<file path="src/rtl/pms_pkg.sv">
package pms_pkg;

    typedef enum logic [1:0] {
        MODE_ACT = 2'd0,
        MODE_PSV = 2'd1,
        MODE_IDL = 2'd2,
        MODE_HLT = 2'd3
    } mode_e;

    typedef enum logic [1:0] {
        PH_RUN  = 2'd0,
        PH_PEND = 2'd1,
        PH_SWCH = 2'd2
    } phase_e;

    localparam int CFG_W = 5;

    typedef struct packed {
        mode_e              mode;
        phase_e             phase;
        mode_e              target;
        logic [CFG_W-1:0]   cfg;
    } seq_state_t;

endpackage

</file>
<file path="src/rtl/pms_req_decode.sv">
module pms_req_decode
    import pms_pkg::*;
(
    input  logic [7:0] wr_data,
    output logic       req_valid,
    output logic       req_defer,
    output mode_e      req_mode
);
    logic defer_bit;
    assign defer_bit = wr_data[3];

    always_comb begin
        req_valid = 1'b0;
        req_defer = 1'b0;
        req_mode  = MODE_ACT;
        if (defer_bit) begin
            if (wr_data[2]) begin
                req_valid = 1'b1;
                req_defer = 1'b1;
                req_mode  = MODE_HLT;
            end else if (wr_data[1]) begin
                req_valid = 1'b1;
                req_defer = 1'b1;
                req_mode  = MODE_IDL;
            end else if (wr_data[0]) begin
                req_valid = 1'b1;
                req_defer = 1'b1;
                req_mode  = MODE_PSV;
            end
        end else if (wr_data[0]) begin
            req_valid = 1'b1;
            req_defer = 1'b0;
            req_mode  = MODE_PSV;
        end
    end
endmodule

</file>
<file path="src/rtl/pms_switch_timer.sv">
module pms_switch_timer #(
    parameter int SW_LAT = 4
) (
    input  logic clk,
    input  logic rst_n,
    input  logic run,
    input  logic tick,
    output logic done
);
    localparam int CW = (SW_LAT < 2) ? 1 : $clog2(SW_LAT);
    localparam logic [CW-1:0] LAST = CW'(SW_LAT - 1);

    logic [CW-1:0] cnt_d, cnt_q;

    always_comb begin
        cnt_d = cnt_q;
        if (!run) begin
            cnt_d = '0;
        end else if (tick) begin
            cnt_d = (cnt_q == LAST) ? '0 : cnt_q + 1'b1;
        end
    end

    always_ff @(posedge clk or negedge rst_n) begin
        if (!rst_n) cnt_q <= '0;
        else        cnt_q <= cnt_d;
    end

    assign done = run && tick && (cnt_q == LAST);
endmodule

</file>
<file path="src/rtl/pms_clk_map.sv">
module pms_clk_map
    import pms_pkg::*;
(
    input  mode_e mode,
    output logic  sys_en,
    output logic  main_en,
    output logic  slow_en
);
    always_comb begin
        unique case (mode)
            MODE_IDL: {sys_en, main_en, slow_en} = 3'b011;
            MODE_HLT: {sys_en, main_en, slow_en} = 3'b000;
            default:  {sys_en, main_en, slow_en} = 3'b111;
        endcase
    end
endmodule

</file>
<file path="src/rtl/pms_seq.sv">
module pms_seq
    import pms_pkg::*;
#(
    parameter int SW_LAT = 4
) (
    input  logic       clk,
    input  logic       rst_n,
    input  logic       wr_en,
    input  logic [7:0] wr_data,
    output logic [7:0] rd_data,
    input  logic       wait_stb,
    input  logic       wake_evt,
    input  logic       slow_tick,
    output logic [1:0] mode_o,
    output logic       sys_clk_en,
    output logic       main_clk_en,
    output logic       slow_clk_en
);
    seq_state_t st_d, st_q;

    logic  req_valid, req_defer, sw_done;
    mode_e req_mode;
    logic  cur_bit;

    pms_req_decode u_dec (
        .wr_data   (wr_data),
        .req_valid (req_valid),
        .req_defer (req_defer),
        .req_mode  (req_mode)
    );

    pms_switch_timer #(.SW_LAT(SW_LAT)) u_tmr (
        .clk   (clk),
        .rst_n (rst_n),
        .run   (st_q.phase == PH_SWCH),
        .tick  (slow_tick),
        .done  (sw_done)
    );

    pms_clk_map u_map (
        .mode    (st_q.mode),
        .sys_en  (sys_clk_en),
        .main_en (main_clk_en),
        .slow_en (slow_clk_en)
    );

    always_comb begin
        unique case (st_q.mode)
            MODE_PSV: cur_bit = wr_data[0];
            MODE_IDL: cur_bit = wr_data[1];
            MODE_HLT: cur_bit = wr_data[2];
            default:  cur_bit = 1'b1;
        endcase
    end

    always_comb begin
        st_d = st_q;
        if (wr_en) st_d.cfg = wr_data[7:3];
        if (wake_evt) begin
            st_d.mode  = MODE_ACT;
            st_d.phase = PH_RUN;
        end else begin
            unique case (st_q.phase)
                PH_RUN: begin
                    if (st_q.mode == MODE_ACT) begin
                        if (wr_en && req_valid) begin
                            st_d.target = req_mode;
                            st_d.phase  = req_defer ? PH_PEND : PH_SWCH;
                        end
                    end else if (wr_en && !cur_bit) begin
                        st_d.mode = MODE_ACT;
                    end
                end
                PH_PEND: begin
                    if (wr_en && wr_data[2:0] == 3'b000) st_d.phase = PH_RUN;
                    else if (wait_stb)                  st_d.phase = PH_SWCH;
                end
                PH_SWCH: begin
                    if (wr_en && wr_data[2:0] == 3'b000) begin
                        st_d.phase = PH_RUN;
                    end else if (sw_done) begin
                        st_d.mode  = st_q.target;
                        st_d.phase = PH_RUN;
                    end
                end
                default: st_d.phase = PH_RUN;
            endcase
        end
    end

    always_ff @(posedge clk or negedge rst_n) begin
        if (!rst_n) begin
            st_q.mode   <= MODE_ACT;
            st_q.phase  <= PH_RUN;
            st_q.target <= MODE_ACT;
            st_q.cfg    <= '0;
        end else begin
            st_q <= st_d;
        end
    end

    assign mode_o  = st_q.mode;
    assign rd_data = {st_q.cfg,
                      st_q.mode == MODE_HLT,
                      st_q.mode == MODE_IDL,
                      st_q.mode == MODE_PSV};
endmodule

</file>
<file path="config.mk">
export PLATFORM = sky130hd
export DESIGN_NAME = pms_seq
export DESIGN_NICKNAME = d
export VERILOG_FILES = /design/src/rtl/pms_pkg.sv /design/src/rtl/pms_req_decode.sv /design/src/rtl/pms_switch_timer.sv /design/src/rtl/pms_clk_map.sv /design/src/rtl/pms_seq.sv
export SDC_FILE = /design/constraint.sdc
export NUM_CORES = 1
export LEC_CHECK = 0
export ABC_AREA = 1
export ABC_CLOCK_PERIOD_IN_PS = 1500
export CAP_MARGIN = 5
export CORE_MARGIN = 5
export CORE_UTILIZATION = 44
export DETAILED_ROUTE_END_ITERATION = 7
export GPL_TIMING_DRIVEN = 0
export PLACE_DENSITY = 0.86
export SKIP_CTS_REPAIR_TIMING = 1
export SLEW_MARGIN = 20
export SYNTH_ARGS = -nofsm -noshare
export SYNTH_HDL_FRONTEND = slang
export SYNTH_SLANG_ARGS = --single-unit
export TNS_END_PERCENT = 20
</file>
<file path="constraint.sdc">
create_clock -name clk -period 1.5 [get_ports clk]
set_input_delay 0.225 -clock clk [delete_from_list [all_inputs] [get_ports clk]]
set_output_delay 0.225 -clock clk [all_outputs]
set_load 0.05 [all_outputs]
</file>
* After elaboration in Yosys (flattened, before gate mapping)
Index checks and enable logic that the tools add are counted.
** Storage, ports and cells
- Flip-flop bits (word level) :: 13
- Output and inout port bits :: 13
** Cells by class
- $add $sub $neg :: 1
- Equality and inequality tests :: 15
- Multiplexer cells :: 28
- Bitwise gates (word level) :: 1
- Reductions and logical operators :: 14
** Operators with widths (number)
- $mux 2 :: 13
- $ne 3x3->1 const B :: 6
- $mux 4 :: 4
- $eq 2x2->1 const B :: 4
- $mux 1 :: 8
- $ne 4x4->1 const B :: 2
- $reduce_and 4->1 :: 2
- $pmux 2 s3 :: 1
- $logic_and 1x1->1 :: 5
- $reduce_and 5->1 :: 1
- $eq 2x1->1 const B :: 2
- $logic_not 2->1 :: 2
- $pmux 2 s2 :: 1
- $logic_not 3->1 :: 1
- $pmux 1 s3 :: 1
- $reduce_bool 3->1 :: 1
- $add 2x1->2 const B :: 1
- $ne 2x2->1 const B :: 1
- $reduce_or 2->1 :: 1
- $logic_not 1->1 :: 1
- $not 1->1 :: 1

* Depth between registers and ports, before layout
Gate-level depths: netlist (run 1).
- Word-level depth :: 9
- Depth in mapped cells :: 7

* Cells and area by module
A second synthesis (run 1) with hierarchy kept.
** Second synthesis, totals
- Cells, all modules :: 120
- Area, all modules :: 869.6 sq um
** Modules (own cells, without submodules)
- pms_seq :: times used 1, cells each 93, area an instance 704.4 sq um, sequential area each 275.3 sq um
- pms_switch_timer :: times used 1, cells each 15, area an instance 113.9 sq um, sequential area each 50.0 sq um
- pms_req_decode :: times used 1, cells each 9, area an instance 36.3 sq um, sequential area each 0.0 sq um
- pms_clk_map :: times used 1, cells each 3, area an instance 15.0 sq um, sequential area each 0.0 sq um

* Worst setup path before layout (run 1)
No wires, ideal clock.
- Kind :: flip-flop to output port
- From :: reg, netlist name mode_o[1]
- To :: out rd_data[1]
- Arrival :: 1.244 ns
- Data required time :: 1.275 ns
- Path slack :: 0.031 ns
- Cell stages (with the launch flop) :: 3
- Cells stage by stage :: dfrtp_1 -> inv_2 -> nor2_1
** Between the ends
- Cells in the longest elaborated chain, start to end :: 1
** Ends and longest elaborated chain
- $eq 2x2->1 :: RTL line pms_seq.sv:105 : st_q.mode == MODE_IDL,
- end: declaration :: RTL line pms_seq.sv:10 : output logic [7:0] rd_data,
Every way passes these cells.

* Worst setup path after layout (run 1)
- From :: reg, netlist name mode_o[1]
- To :: out rd_data[2]
** Between the ends
- Cells in the longest elaborated chain, start to end :: 1
** Ends and longest elaborated chain
- $eq 2x2->1 :: RTL line pms_seq.sv:104 : st_q.mode == MODE_HLT,
Every way passes these cells.

==> flow_summary.ini, run 1 <==
[placed_design]
place_ws_ps = -179
hpwl_mm = 1.53
portBuffers = 26
place_congestion = 0.813
place_inst = 156

[floorplanning]
io_pins = 27
core_um2 = 1760
rows = 15
die_area_um2 = 2850
fp.dieW_um = 53.4
initial_utilization = 0.469
die_h_um = 53.4

[synth]
synth_nets = 120
muxShareOfSynthArea = 0.0545
yosysUniqueCellTypes = 24
yosys.area.top_type_share = 0.393
synth_top_area_cell = dfrtp_1
synth-xor-area-share = 0
synth_simple_gate_area_frac = 0.309
synth_top_family_by_area = simple AND/OR/NAND/NOR gates
synth_compound_area_frac = 0.0877
synth_fa_ha_area_frac = 0.0151
avgSynthCellArea_um2 = 7.88
syn_area_um2 = 827
yosysWarnings = 0
synth_cells = 105
yosys-top-cells-area = dfrtp_1 (39%), nand2_1 (11%), buf_4 (8.2%), nand3_1 (6.1%), mux2_2 (5.4%)
ys_seq_elements = 13
yosysSeqAreaShare = 0.393

[power_and_ir_drop]
p_comb_frac = 0.296
internal_power_uw = 594
power_switching_uw = 318
cellPowerDensity_nw_per_um2 = 823
p_clk_frac = 0.257
p_leak_nw = 0.568
ir_drop_mv = 0.704
p_seq_frac = 0.447
sw_frac_of_total = 0.349

[global_route]
grt_usage = 0.178
grt_max_degree = 14
antenna_found_initial = 0
grt_overflow = 0
grt_pass1_wl_mm = 3.63
grt_pass1_vias = 804

[setup_path]
cp_top_family = flip-flops
cp.arrival_ps = 1180
reg2reg_from = st_q[8]
path_depth = 3
cp-end-kind = primary output
worstPathRequired_ps = 1270
regToRegSetupSlack_ps = 160
critPathKind = reg2out
start_kind = flip-flop
cp_cell_sequence = nand2_1 > inv_1 > clkbuf_2
worst-r2r-cell-count = 4
critPathSlowestCell = dfrtp_1
path_buf_inv = 2
path_max_fanout = 6
cp_slowest_stage_delay_ps = 450
crit_end = rd_data[2]
r2r_end = st_q[6]
crit_path_start = mode_o[1]

[timing]
skew_ps = 5.48
relSlewSlack = 0.597
finalSetupViolations = 0
setup_ws_ps = 92.4
rsz0062_at_grt = no
tightest_slew_ps = 603
finalCriticalPeriod_ps = 1410
slew_violations = 0
hold_viol_final = 0
fmax_mhz = 710
fin_crit_sh = 0.938

[detailed_routing]
drc_errors = 0
ant_nets = 0
drt-total-wl_mm = 2.01
dr_total_vias = 777
drtPass1Iterations = 5
initialDrtViolationCount = 7
vias_per_cell = 4.86
wl_per_cell_um = 12.6

[flow_run]
cap_viol_max_count = 0

[layout]
nFillCells = 167
area.growth.synth_to_final_pct = 33.9
post_route_cells_drive_above_1_share = 0.304
fin_nets = 151
register_area_um2 = 327
final_common_cell = nand2_1
fin_cells = 160
multiInputGateArea_um2 = 385
final_cell_mix = nand2_1 (24), buf_4 (16), clkdlybuf4s50_1 (13), dfrtp_1 (12), nor2_1 (11)
diodes = 0

[cts]
numCtsBuffers = 3
cts.clk_slew.worst_paths_ps = 90
cts_root_buf = clkbuf_4
clk_path_buf_depth = 2
clock-sinks = 13
cts_tree = built
clkLatencyLatePin_ps = 290
h-tree-depth = 1

[run_status]
status = complete, no violations

[hold_path]
hold_path_class = in2async
## kinds of logic (layout without fill, tap and decap cells)
logic type,after synthesis,count (layout)
AND/OR/NAND/NOR,54,54
buffers and inverters,22,52
AO/OA/AOI/OAI,11,11
adder cells (fa/ha/maj),1,1
flip-flops,13,13
multiplexers,4,4
## routing by layer
metal | track usage | vias to the layer above | wire length [µm]
li1 | - | 396 | -
met1 | 0.215 | 355 | 817
met2 | 0.302 | 21 | 1030
met3 | 0.0197 | 5 | 106
met4 | 0.102 | 0 | 52
met5 | 0 | - | 0
## metrics by stage
stage                     area [µm²]  setup TNS, ps  hold WS [ps]   util  total power [mW]
after floorplan                  827              0         -70.6      -             0.582
after global placement          1120           -797           478  0.634             0.676
after detailed placement        1120          -1180           497  0.634             0.690
after CTS                       1150          -5040           330  0.650             0.927
after global routing            1110              0           355  0.628             0.967
final                           1110              0           303  0.628             0.911
## registers in the layout (all words and copies together) (netlist names)
register	count
st_q	4
u_tmr.cnt_q	2
rd_data	5
mode_o	2
## final cells by class
| class | count | area share |
|---|---|---|
| Multi-Input combinational cell | 70 | 0.348 |
| Sequential cell | 13 | 0.295 |
| Inverter | 13 | 0.0441 |
| Clock inverter | 1 | 0.00452 |
| Buffer | 9 | 0.0610 |
| Timing Repair Buffer | 26 | 0.199 |
| Tap cell | 25 | 0.0282 |
| Clock buffer | 3 | 0.0203 |
## power groups by stage
| stage | Clock [mW] | Sequential [mW] | Combinational (mW) |
|---|---|---|---|
| floorplan | 0 | 0.407 | 0.175 |
| global placement | 0 | 0.411 | 0.265 |
| detailed placement | 0 | 0.413 | 0.276 |
| CTS | 0.243 | 0.406 | 0.278 |
| global route | 0.261 | 0.411 | 0.296 |
| finish | 0.235 | 0.407 | 0.269 |
## worst min path at each step
stage | slack [ps] | startpoint | cells after the start | end
final | 300 | rst_n | 1 | rd_data[7]
after global routing | 360 | rst_n | 1 | rd_data[4]
after CTS | 330 | rst_n | 1 | rd_data[5]
after detailed placement | 500 | rd_data[6] | 1 | rd_data[6]
after global placement | 480 | u_tmr.cnt_q[0] | 1 | u_tmr.cnt_q[0]
after floorplan | -70 | rst_n | 0 | mode_o[0]
## synthesized netlist by cell type
master     count
o211ai_2       1
mux2_2         4
o21ai_2        1
nor3_1         1
a21oi_1        2
inv_2          3
nor2_4         1
o2111ai_1      1
nor3_2         1
or2_2          1
buf_4          9
ha_1           1
inv_1         10
dfrtp_1       13
nand4_2        1
nand4_1        2
o21ai_0        2
nand2_1       24
nand2_2        1
nor2_1        11
o21ai_1        3
o31ai_1        1
nand3_1       10
nand3_2        1
Power figures use the tool's default switching activity.
==> run 2: changes to the inputs <==
--- a/config.mk
+++ b/config.mk
@@ -6,13 +6,13 @@
 export NUM_CORES = 1
 export LEC_CHECK = 0
 export ABC_AREA = 1
-export ABC_CLOCK_PERIOD_IN_PS = 1500
-export CAP_MARGIN = 5
+export ABC_CLOCK_PERIOD_IN_PS = 1700
+export CAP_MARGIN = 10
 export CORE_MARGIN = 5
-export CORE_UTILIZATION = 44
+export CORE_UTILIZATION = 48
 export DETAILED_ROUTE_END_ITERATION = 7
 export GPL_TIMING_DRIVEN = 0
-export PLACE_DENSITY = 0.86
+export PLACE_DENSITY = 0.92
 export SKIP_CTS_REPAIR_TIMING = 1
 export SLEW_MARGIN = 20
 export SYNTH_ARGS = -nofsm -noshare
==> constraint.sdc (replaced) <==
create_clock -name clk -period 1.7 [get_ports clk]
set_input_delay 0.255 -clock clk [delete_from_list [all_inputs] [get_ports clk]]
set_output_delay 0.255 -clock clk [all_outputs]
set_load 0.05 [all_outputs]
==> flow_summary.ini, run 2 (same netlist as run 1, synthesis figures left out) <==
[run_status]
status = complete, no violations

[hold_path]
hold_path_class = in2async

[layout]
stdcell_area_um2 = 1110
fin_nets = 151
final_common_cell = nand2_1
area.growth.synth_to_final_pct = 34.5
nFillCells = 134
diodes = 0
fin_cells = 152
final_cell_mix = nand2_1 (24), buf_4 (17), clkdlybuf4s50_1 (13), dfrtp_1 (13), nor2_1 (11)
post_route_cells_drive_above_1_share = 0.274
largest_reg_flops = 5

[timing]
finalCriticalPeriod_ps = 1590
tightest_slew_ps = 592
skew_ps = 1.63
hold_viol_final = 0
fmax_mhz = 628
fin_crit_sh = 0.936
relSlewSlack = 0.604
slew_violations = 0
finalSetupViolations = 0
rsz0062_at_grt = no

[cts]
cts.clk_slew.worst_paths_ps = 80
h-tree-depth = 1
clkLatencyLatePin_ps = 280
clk_path_buf_depth = 2
clock-sinks = 13
cts_tree = built
cts_root_buf = clkbuf_4
numCtsBuffers = 3

[detailed_routing]
drc_errors = 0
drtPass1Iterations = 4
wl_per_cell_um = 13.8
vias_per_cell = 5.34
dr_total_vias = 811
ant_nets = 0
drt-total-wl_mm = 2.10
initialDrtViolationCount = 14

[flow_run]
cap_viol_max_count = 0

[floorplanning]
fp.dieW_um = 51.5
die_area_um2 = 2650
rows = 15
io_pins = 27
initial_utilization = 0.490
core_um2 = 1690
die_h_um = 51.5

[setup_path]
cp_top_family = buffers and inverters
cp.arrival_ps = 1340
critPathKind = reg2out
worstPathRequired_ps = 1440
path_max_fanout = 6
start_kind = flip-flop
critPathSlowestCell = dfrtp_1
path_buf_inv = 2
cp_cell_sequence = inv_2 > nor2_1 > dlymetal6s2s_1
cp-end-kind = primary output
cp_slowest_stage_delay_ps = 450

[placed_design]
hpwl_mm = 1.60
place_inst = 148
portBuffers = 26
dpl_cell_area_um2 = 1110
place_congestion = 0.875

[global_route]
grt_overflow = 0
grt_max_degree = 14
antenna_found_initial = 0
grt_usage = 0.182
grt_pass1_vias = 824
grt_pass1_wl_mm = 3.56

[power_and_ir_drop]
p_leak_nw = 0.575
cellPowerDensity_nw_per_um2 = 718
ir_drop_mv = 0.532
total_power_uw = 799
-- run 2: cell count changes in the layout (fill, tap and decap cells not counted) --
cell	before	now
clkbuf_2	3	2
buf_2	2	0
dfrtp_2	1	0
dfrtp_1	12	13
clkinv_2	1	0
buf_4	16	17
dlymetal6s2s_1	1	3
clkbuf_1	0	1
-- run 2: power breakdown --
group / total (mW) / switching [mW] / leakage, nW / internal, mW
clock: 0.201 / 0.110 / 0.0150 / 0.0912
sequential: 0.359 / 0.0213 / 0.166 / 0.337
combinational: 0.239 / 0.140 / 0.394 / 0.0988
total: 0.799 / 0.272 / 0.575 / 0.527
-- run 2: metrics by stage --
step | utilization | setup TNS, ps | setup WS [ps] | hold WS [ps]
floorplan | - | 0 | 201 | -40.6
global placement | 0.656 | -3.59 | -3.59 | 477
detailed placement | 0.656 | -19.0 | -19.0 | 498
CTS | 0.672 | -2690 | -340 | 355
global route | 0.659 | 0 | 11.9 | 373
finish | 0.659 | 0 | 108 | 339
-- run 2: layout make-up --
| class | instances | area (µm²) | area share |
|---|---|---|---|
| Multi-Input combinational cell | 70 | 385 | 0.346 |
| Sequential cell | 13 | 325 | 0.292 |
| Timing Repair Buffer | 26 | 238 | 0.214 |
| Buffer | 9 | 67.6 | 0.0607 |
| Inverter | 13 | 48.8 | 0.0439 |
| Clock buffer | 4 | 26.3 | 0.0236 |
| Tap cell | 17 | 21.3 | 0.0191 |
-- run 2: final timing paths --
kind | endpoint | depth (start not counted) | slack, ps | start
hold reg to reg | u_tmr.cnt_q[0] | 1 | 510 | u_tmr.cnt_q[0]
min in group clk | u_tmr.cnt_q[0] | 1 | 510 | u_tmr.cnt_q[0]
hold / removal | mode_o[0] | 1 | 340 | rst_n
setup / recovery | rd_data[1] | 3 | 110 | mode_o[1]
setup reg to reg | st_q[6] | 4 | 420 | st_q[8]
max in group asynchronous | rd_data[6] | 1 | 980 | rst_n
-- run 2: worst register-to-register path, stage by stage (launching register included) --
cell     delay, ps
dfrtp_1        430
nor3_2         330
nand4_2        220
nand2_1        100
o21ai_1         80
-- run 2: metal layers --
layer  up-vias  part of all wire  GRT usage
li1        396                 -          -
met1       389              0.38      0.196
met2        21              0.55      0.341
met3         5             0.057     0.0430
met4         0             0.017     0.0655
met5         -                 0          0
